===== src/rtl/dps_pkg.sv =====
package dps_pkg;
  localparam int PH_W = 3;
  typedef enum logic [PH_W-1:0] {
    PH_CMD  = 3'd0,
    PH_ADDR = 3'd1,
    PH_MODE = 3'd2,
    PH_SIZE = 3'd3,
    PH_DATA = 3'd4
  } phase_e;
endpackage


===== src/rtl/dps_ctrl.sv =====
module dps_ctrl #(
  parameter int LEN_W = 16
) (
  input  logic             clk,
  input  logic             rst_n,
  input  logic             start,
  input  logic             start_par,
  input  logic             start_port,
  input  logic [LEN_W-1:0] start_len,
  input  logic             done_a,
  input  logic             done_b,
  output logic             busy,
  output logic             par,
  output logic             port,
  output logic             done,
  output logic             err
);
  logic seen_a, seen_b, fin, odd_reject;

  assign odd_reject = start_par & start_len[0];
  assign fin = par ? ((seen_a | done_a) & (seen_b | done_b))
                   : (port ? done_b : done_a);

  always_ff @(posedge clk or negedge rst_n) begin
    if (!rst_n) begin
      busy   <= 1'b0;
      par    <= 1'b0;
      port   <= 1'b0;
      done   <= 1'b0;
      err    <= 1'b0;
      seen_a <= 1'b0;
      seen_b <= 1'b0;
    end else begin
      done <= 1'b0;
      err  <= 1'b0;
      if (!busy) begin
        if (start) begin
          if (odd_reject) begin
            err <= 1'b1;
          end else begin
            busy   <= 1'b1;
            par    <= start_par;
            port   <= start_port;
            seen_a <= 1'b0;
            seen_b <= 1'b0;
          end
        end
      end else if (fin) begin
        busy <= 1'b0;
        done <= 1'b1;
      end else begin
        seen_a <= seen_a | done_a;
        seen_b <= seen_b | done_b;
      end
    end
  end

  // completion only closes an open transfer
  a_r8_done_after_busy: assert property (@(posedge clk) disable iff (!rst_n)
    done |-> ($past(busy) && !busy));
  // a rejection never opens a transfer
  a_r7_err_idle: assert property (@(posedge clk) disable iff (!rst_n)
    err |-> !busy);
  // parallel transfer closes only once both ports reported
  a_r8_both_seen: assert property (@(posedge clk) disable iff (!rst_n)
    (busy && par && !(seen_a || done_a)) |=> busy);
endmodule


===== src/rtl/dps_tx_route.sv =====
module dps_tx_route
  import dps_pkg::*;
#(
  parameter int BYTE_W = 8
) (
  input  logic              clk,
  input  logic              rst_n,
  input  logic              busy,
  input  logic              par,
  input  logic              port,
  input  logic              s_valid,
  output logic              s_ready,
  input  logic [PH_W-1:0]   s_phase,
  input  logic [BYTE_W-1:0] s_byte,
  output logic              a_valid,
  input  logic              a_ready,
  output logic [PH_W-1:0]   a_phase,
  output logic [BYTE_W-1:0] a_byte,
  output logic              b_valid,
  input  logic              b_ready,
  output logic [PH_W-1:0]   b_phase,
  output logic [BYTE_W-1:0] b_byte
);
  logic is_data, wtog, want_a, want_b;

  assign is_data = (s_phase == PH_DATA);
  assign want_a  = busy & (par ? (~is_data | ~wtog) : ~port);
  assign want_b  = busy & (par ? (~is_data |  wtog) :  port);

  assign a_valid = s_valid & want_a & (~want_b | b_ready);
  assign b_valid = s_valid & want_b & (~want_a | a_ready);
  assign s_ready = (want_a | want_b) & (~want_a | a_ready) & (~want_b | b_ready);

  assign a_phase = s_phase;
  assign b_phase = s_phase;
  assign a_byte  = s_byte;
  assign b_byte  = s_byte;

  always_ff @(posedge clk or negedge rst_n) begin
    if (!rst_n)                                     wtog <= 1'b0;
    else if (!busy)                                 wtog <= 1'b0;
    else if (s_valid && s_ready && par && is_data)  wtog <= ~wtog;
  end

  // individual mode keeps the other port silent
  a_r2_quiet_b: assert property (@(posedge clk) disable iff (!rst_n)
    (busy && !par && !port) |-> !b_valid);
  a_r2_quiet_a: assert property (@(posedge clk) disable iff (!rst_n)
    (busy && !par && port) |-> !a_valid);
  // a byte on both ports is identical and never payload
  a_r3_same_copy: assert property (@(posedge clk) disable iff (!rst_n)
    (a_valid && b_valid) |-> (a_byte == b_byte && a_phase == b_phase && a_phase != PH_DATA));
  // parallel payload goes to exactly one port
  a_r4_data_single: assert property (@(posedge clk) disable iff (!rst_n)
    (par && s_valid && is_data && busy) |-> !(a_valid && b_valid));
  // a stalled upstream byte completes no port handshake
  a_r9_no_half: assert property (@(posedge clk) disable iff (!rst_n)
    (s_valid && !s_ready) |-> !(a_valid && a_ready) && !(b_valid && b_ready));
endmodule


===== src/rtl/dps_rx_merge.sv =====
module dps_rx_merge #(
  parameter int BYTE_W = 8
) (
  input  logic              clk,
  input  logic              rst_n,
  input  logic              busy,
  input  logic              par,
  input  logic              port,
  input  logic              ra_valid,
  output logic              ra_ready,
  input  logic [BYTE_W-1:0] ra_byte,
  input  logic              rb_valid,
  output logic              rb_ready,
  input  logic [BYTE_W-1:0] rb_byte,
  output logic              r_valid,
  input  logic              r_ready,
  output logic [BYTE_W-1:0] r_byte
);
  logic rtog, from_b;

  assign from_b   = par ? rtog : port;
  assign r_valid  = busy & (from_b ? rb_valid : ra_valid);
  assign r_byte   = from_b ? rb_byte : ra_byte;
  assign ra_ready = busy & ~from_b & r_ready;
  assign rb_ready = busy &  from_b & r_ready;

  always_ff @(posedge clk or negedge rst_n) begin
    if (!rst_n)                            rtog <= 1'b0;
    else if (!busy)                        rtog <= 1'b0;
    else if (par && r_valid && r_ready)    rtog <= ~rtog;
  end

  // never drain both read ports together
  a_r6_one_source: assert property (@(posedge clk) disable iff (!rst_n)
    !(ra_ready && rb_ready));
  // merged read output exists only inside a transfer
  a_r5_read_in_xfer: assert property (@(posedge clk) disable iff (!rst_n)
    r_valid |-> busy);
endmodule


===== src/rtl/dual_port_splitter.sv =====
module dual_port_splitter
  import dps_pkg::*;
#(
  parameter int BYTE_W = 8,
  parameter int LEN_W  = 16
) (
  input  logic              clk,
  input  logic              rst_n,
  input  logic              start,
  input  logic              start_par,
  input  logic              start_port,
  input  logic [LEN_W-1:0]  start_len,
  output logic              busy,
  output logic              done,
  output logic              err,
  input  logic              s_valid,
  output logic              s_ready,
  input  logic [2:0]        s_phase,
  input  logic [BYTE_W-1:0] s_byte,
  output logic              a_valid,
  input  logic              a_ready,
  output logic [2:0]        a_phase,
  output logic [BYTE_W-1:0] a_byte,
  output logic              b_valid,
  input  logic              b_ready,
  output logic [2:0]        b_phase,
  output logic [BYTE_W-1:0] b_byte,
  input  logic              ra_valid,
  output logic              ra_ready,
  input  logic [BYTE_W-1:0] ra_byte,
  input  logic              rb_valid,
  output logic              rb_ready,
  input  logic [BYTE_W-1:0] rb_byte,
  output logic              r_valid,
  input  logic              r_ready,
  output logic [BYTE_W-1:0] r_byte,
  input  logic              done_a,
  input  logic              done_b
);
  logic par, port;

  dps_ctrl #(.LEN_W(LEN_W)) u_ctrl (
    .clk(clk), .rst_n(rst_n), .start(start), .start_par(start_par),
    .start_port(start_port), .start_len(start_len), .done_a(done_a),
    .done_b(done_b), .busy(busy), .par(par), .port(port), .done(done), .err(err)
  );

  dps_tx_route #(.BYTE_W(BYTE_W)) u_tx (
    .clk(clk), .rst_n(rst_n), .busy(busy), .par(par), .port(port),
    .s_valid(s_valid), .s_ready(s_ready), .s_phase(s_phase), .s_byte(s_byte),
    .a_valid(a_valid), .a_ready(a_ready), .a_phase(a_phase), .a_byte(a_byte),
    .b_valid(b_valid), .b_ready(b_ready), .b_phase(b_phase), .b_byte(b_byte)
  );

  dps_rx_merge #(.BYTE_W(BYTE_W)) u_rx (
    .clk(clk), .rst_n(rst_n), .busy(busy), .par(par), .port(port),
    .ra_valid(ra_valid), .ra_ready(ra_ready), .ra_byte(ra_byte),
    .rb_valid(rb_valid), .rb_ready(rb_ready), .rb_byte(rb_byte),
    .r_valid(r_valid), .r_ready(r_ready), .r_byte(r_byte)
  );

  // nothing is accepted outside a transfer
  a_r1_idle_closed: assert property (@(posedge clk) disable iff (!rst_n)
    !busy |-> (!s_ready && !a_valid && !b_valid && !r_valid));
  // a start during a transfer does not end it
  a_r10_start_ignored: assert property (@(posedge clk) disable iff (!rst_n)
    (busy && start && !done_a && !done_b) |=> busy);
endmodule


===== config.mk =====
export PLATFORM = sky130hd
export DESIGN_NAME = dual_port_splitter
export DESIGN_NICKNAME = d
export VERILOG_FILES = /design/src/rtl/dps_pkg.sv /design/src/rtl/dps_ctrl.sv /design/src/rtl/dps_tx_route.sv /design/src/rtl/dps_rx_merge.sv /design/src/rtl/dual_port_splitter.sv
export SDC_FILE = /design/constraint.sdc
export NUM_CORES = 1
export LEC_CHECK = 0
export BUFFER_PORTS_ARGS = -buffer_cell sky130_fd_sc_hd__buf_2
export CORE_ASPECT_RATIO = 1.2
export CORE_MARGIN = 3
export CORE_UTILIZATION = 34
export DETAILED_ROUTE_END_ITERATION = 8
export PLACE_DENSITY = 0.82
export SYNTH_ARGS = -nofsm -noshare
export SYNTH_HDL_FRONTEND = slang
export SYNTH_SLANG_ARGS = --single-unit
export TNS_END_PERCENT = 20

===== constraint.sdc =====
create_clock -name clk -period 2.1 [get_ports clk]
set_input_delay 0.42 -clock clk [delete_from_list [all_inputs] [get_ports clk]]
set_output_delay 0.42 -clock clk [all_outputs]
set_load 0.02 [all_outputs]

# [Yosys cells after proc, flatten, opt, wreduce, memory -nomap -nowiden]
# Index checks and enable logic that the tools add are counted.
[totals] wordCells=79 ff_bits=9
[classes] mux=26 n_eq_ne=5 reduce_logical=8 bitwise_logic=31
[ops] operator="$mux W1" n=25
[ops] operator="$and A1 B1 Y1" n=15
[ops] operator="$not A1 Y1" n=9
[ops] operator="$mux W8" n=1
[ops] operator="$or A1 B1 Y1" n=7
[ops] operator="$ne A2 B1 Y1 const B" n=3
[ops] operator="$reduce_and A3 Y1" n=2
[ops] operator="$logic_and A1 B1 Y1" n=5
[ops] operator="$eq A3 B3 Y1 const B" n=1
[ops] operator="$ne A2 B2 Y1 const B" n=1
[ops] operator="$reduce_bool A2 Y1" n=1

# [Depth between registers and ports, before layout]
[logic_depth] depth_word=14 ltp_mapped=5

# [Hierarchy]
# A second synthesis with hierarchy kept.
[unflattened] hier_cells=88 area_unflattened_um2=893.4
[by_module_without_submodules] module="dps_tx_route" area_per_inst_um2=345.3 cells_each=41 instances=1
[by_module_without_submodules] module="dps_ctrl" area_per_inst_um2=331.6 cells_each=27 instances=1
[by_module_without_submodules] module="dps_rx_merge" area_per_inst_um2=216.5 cells_each=20 instances=1

# [Worst setup path before layout]
# Ideal clock, no wire load.
[synth_path] path_kind="register -> output" start="register u_ctrl.par" end="output b_valid" stages_incl_launch_ff=6 arrival_ns=1.366 setup_slack_ns=0.314 path_cell_list="dfrtp_1 > buf_6 > nor4bb_4 > buf_6 > nor2b_4 > nor4_2"
[synth_via] elab_chain_len=5
[synth_lines] element="from (decl)" line="dps_ctrl.sv:13" text="output logic par,"
[synth_lines] element="from (signal assigned)" line="dps_ctrl.sv:42" text="par <= start_par;"
[synth_lines] element="$mux W1" line="dps_tx_route.sv:27" text="assign want_a = busy & (par ? (~is_data | ~wtog) : ~port);"
[synth_lines] element="$and A1 B1 Y1" line="dps_tx_route.sv:27"
[synth_lines] element="$not A1 Y1" line="dps_tx_route.sv:31" text="assign b_valid = s_valid & want_b & (~want_a | a_ready);"
[synth_lines] element="$or A1 B1 Y1" line="dps_tx_route.sv:31"
[synth_lines] element="$and A1 B1 Y1 (*)" line="dps_tx_route.sv:31"
[synth_lines] element="to (decl)" line="dual_port_splitter.sv:24" text="output logic b_valid,"
# Mark *: on every way between the ends. The rest lies on a longest branch, timed or not.

# [Final worst setup path]
[layout_path] start="register u_ctrl.par" end="output s_ready"
[layout_via] elab_chain_len=6
[layout_lines] element="$mux W1" line="dps_tx_route.sv:27"
[layout_lines] element="$and A1 B1 Y1" line="dps_tx_route.sv:27"
[layout_lines] element="$not A1 Y1" line="dps_tx_route.sv:32" text="assign s_ready = (want_a | want_b) & (~want_a | a_ready) & (~want_b | b_ready);"
[layout_lines] element="$or A1 B1 Y1" line="dps_tx_route.sv:32"
[layout_lines] element="$and A1 B1 Y1" line="dps_tx_route.sv:32"
[layout_lines] element="$and A1 B1 Y1 (*)" line="dps_tx_route.sv:32"
[layout_lines] element="to (decl)" line="dual_port_splitter.sv:17" text="output logic s_ready,"
# Marked as above.

==> results.md <==
- Each instance of the synthesized netlist takes up on average 10.2 um^2.
- The initial utilization of the core area, before any placement, comes to 36.9%.
- The total overflow left after global routing is 0.
- The count of endpoints failing hold in the final timing report is 0.
- The largest net degree at the start of global routing is 12.
- The clock network fraction of total power is 10.2%.
- The worst ir drop on vdd is 0.591 mV.
- Setup violations remaining at the end of the flow were counted as 0.
- The final worst setup slack is 0.0742 ns.
- The remaining antenna violation count after routing is 0.
- The share of total power dissipated in combinational logic is 65.7%.
- Prior to clock tree synthesis, the placed netlist has a worst setup slack of 0.110 ns.
- The placed wire-length estimate is 1740 um.
- Yosys attributes the largest share of cell area to dfrtp_1, buf_4, mux2_4, buf_6, nor4bb_4.
- The number of antenna violations at the first check in global routing is 0.
- The max-slew violation total from the final report is 0.
- The antenna diode instance count is 0.
- The critical path required time is 1.68 ns.
- The leakage power is 0.593 nW.
- The count of buffers added on input and output ports is 55.
- After clock tree synthesis, the flow added hold-fix buffers numbering 0.
- The number of max-capacitance violations reported is 0.
- The final worst clock skew is 0.00163 ns.
- Synthesis instantiated 35 different standard cells from the library.
- In this run, the number of DRC markers left after iteration 0 of detailed routing was 8.
- The endpoint class of the critical path is a primary output.
- The aggregate routed wire length is 2070 um.
- After detailed placement, the design holds a cell count of 150.
- In the final layout, the share of cells above drive strength 1 is 63.7%.
- The number of fill cells is 233.
- The first-pass GRT wire length is 2970 um.
- CTS placed an instance of clkbuf_4 at the clock tree root.
- The path class of the tightest hold or removal check is input pin to async pin.
- Per report_power, the sequential group accounts for 24.1% of the total.
- The net switching power figure is 0.000574 W.
- Timing would allow up to 494 MHz.
- The vias after detailed routing is 762.
- At the pin with the least slew margin, the transition time is 0.356 ns.
- The final instance area is 0.00107 mm^2.
- The insertion delay of the later-clocked pin in the worst-skew pair is 0.26 ns.
- Compared with the post-synthesis result, the final layout area differs by 22.0%.
- The proportion of total power due to net switching is 44.3%.
- After floorplanning, the core was divided into 19 placement rows.
- The worst-case register-to-register setup slack is 0.70 ns.
- Measured against its own limit, the worst slew margin works out to 76.1%.
- After the last flow step, the layout net total stands at 181.
- The number of cells on the worst reg-to-reg path is 4.
- The final weighted congestion in routability-driven placement is 0.676.
- The cell area after technology mapping is 877 um^2.
- The run finished with clean final reports.
- Synthesis produced a netlist with a net count of 142.
- The total cell area at the placement stage is 0.00102 mm^2.
- Setup repair after global routing could not meet its margin everywhere.
- Dividing total power by cell area gives a power density of 1210 mW/mm^2.
- Of the available clock period, the critical path in the final layout requires 96.5%.
- Clock-pin slew was measured on the worst setup and hold paths at 0.06 ns.
- 95 I/O pins were placed.
- The cell count after synthesis came out at 86.
- The overall die area is 0.00323 mm^2.
- In this run the number of H-tree levels came out at 1.
- Clock tree synthesis found a total of 9 sinks.
- The TritonCTS clock tree is built.
- The non-filler instance count after layout is 155.
- The critical setup path kind is flop to primary output.
- For this run, design rule violations remaining after detail routing come to 0.
- The worst hold slack after final layout is 0.00365 ns.
- The first TritonRoute pass finished after 4 iterations.
- The Yosys step of the flow raised 0 warnings.
- In the routed layout, each cell is associated on average with a via count of 4.92.
- From left edge to right edge, the die measures 52.4 um.
- No sink is reached through more buffers than the 2 on the longest clock path.
- The number of flip-flops and latches in the synthesized netlist is 9.
- The number of CTS-inserted buffers is 3.
- For this run, the total global-route usage over all layers was measured as 12.2%.
- Summed over all instances, the cell type with the most area after synthesis is dfrtp_1.
- The arrival time of the worst setup path is 1.61 ns.
- Of the synthesized area, sequential elements account for 25.7%.
- The clock period minus worst slack is 2.03 ns.
- The sum of negative setup slack is 0 ns.
- The core area is 0.00238 mm^2.
- The number of global-route vias before repair is 716.
- The most common flop cell mapped by yosys is dfrtp_1.
- The share of synthesized area in the top cell type comes to 25.7%.
- Internal power comes to 0.000721 W.
- The multi-input combinational cell area is 455 um^2.
- Of all flip-flops after synthesis, the portion carrying an async set or reset was 100%.
- The biggest fanout along the worst timing path is 7.
- The storage element area is 226 um^2.
- The number of flops mapped to enable cells by yosys is 0.
- STA classifies the critical path startpoint as a flop.
- The die height is 61.6 um.
- In the final routed layout, each cell accounts on average for 13.3 um.
[worst paths after layout]
check	startpoint	to
setup / recovery	u_ctrl.par$_DFFE_PN0P_	s_ready
hold / removal	rst_n	u_ctrl.port$_DFFE_PN0P_
setup reg to reg	u_ctrl.busy$_DFF_PN0_	u_ctrl.port$_DFFE_PN0P_
hold reg to reg	u_ctrl.seen_b$_DFFE_PN0P_	u_ctrl.seen_b$_DFFE_PN0P_
max in group asynchronous	rst_n	u_ctrl.par$_DFFE_PN0P_
min in group clk	start_port	u_ctrl.port$_DFFE_PN0P_
[cell usage after synthesis (2+ instances only)]
| master | count |
|---|---|
| a22o_1 | 2 |
| nand4_1 | 2 |
| nand2b_1 | 3 |
| nand2_1 | 4 |
| mux2_4 | 8 |
| nor2_1 | 5 |
| buf_6 | 3 |
| dfrtp_1 | 9 |
| buf_4 | 22 |
| mux2i_1 | 2 |
| nor3_1 | 2 |
[registers in the layout, indices dropped and copies added (netlist names)]
| signal | flops |
|---|---|
| u_rx.rtog | 1 |
| u_ctrl.seen_b | 1 |
| u_ctrl.par | 1 |
| u_ctrl.done | 1 |
| u_ctrl.port | 1 |
| u_ctrl.busy | 1 |
| u_tx.wtog | 1 |
| u_ctrl.err | 1 |
| u_ctrl.seen_a | 1 |
[area by class of cell]
cell class / count / area share [%]
Multi-Input combinational cell: 50 / 42.6
Tap cell: 31 / 3.63
Inverter: 1 / 0.351
Timing Repair Buffer: 60 / 29.8
Sequential cell: 9 / 21.2
Clock buffer: 4 / 2.46
[metrics by stage]
step	power (W)	utilization, %
after floorplan	0.000978	-
after global placement	0.00112	42.8
after detailed placement	0.00114	42.8
after CTS	0.00128	44.3
after global routing	0.00138	45.0
final	0.00130	45.0
[cells by family (layout without fill, tap and decap cells)]
family          count (synthesis)  after routing  share of synthesized area [%]
compound gates                 14             14                           13.4
mux                            12             12                           18.8
buf+inv                        27             65                           23.7
flops                           9              9                           25.7
simple gates                   24             24                           18.4
[cells in the final DEF, fill, tap and decap left out, types with 2 or more instances in the layout]
cell type,netlist,final
buf_2,1,54
mux2_4,8,8
dfrtp_1,9,8
buf_4,22,5
nand2_1,4,4
nor2_1,5,4
nand2b_1,3,3
clkbuf_4,0,3
nor3_1,2,2
mux2i_1,2,2
a22o_1,2,2
nand4_1,2,2
[critical path, stage by stage, from the launching register on]
cell and delay [ns]:
dfrtp_2 0.46, nor4bb_4 0.17, buf_4 0.14, a221oi_1 0.32
nor3_2 0.09, buf_2 0.17
[what timing repair did]
| item | CTS | global route |
|---|---|---|
| hold endpoints to repair | 0 | 0 |
| buffers inserted | 1 | 0 |
| gates resized for setup | 1 | 4 |
| setup endpoints to repair | 11 | 8 |
| pin swaps | 0 | 0 |
[power groups by stage]
stage          logic, W  clock network [W]  registers (W)
2_1_floorplan  0.000675                  0       0.000303
3_3_place_gp   0.000812                  0       0.000309
3_5_place_dp   0.000826                  0       0.000313
4_1_cts        0.000831           0.000140       0.000312
5_1_grt        0.000915           0.000147       0.000321
6_report       0.000851           0.000133       0.000312
[layer usage]
layer,GRT usage [%],part of all wire [%],vias to the layer above
met5,0,0,-
met4,4.74,0.097,0
met3,2.42,15,2
met2,25.0,50,53
met1,11.7,35,343
li1,-,-,364
Power figures use the tool's default switching activity.
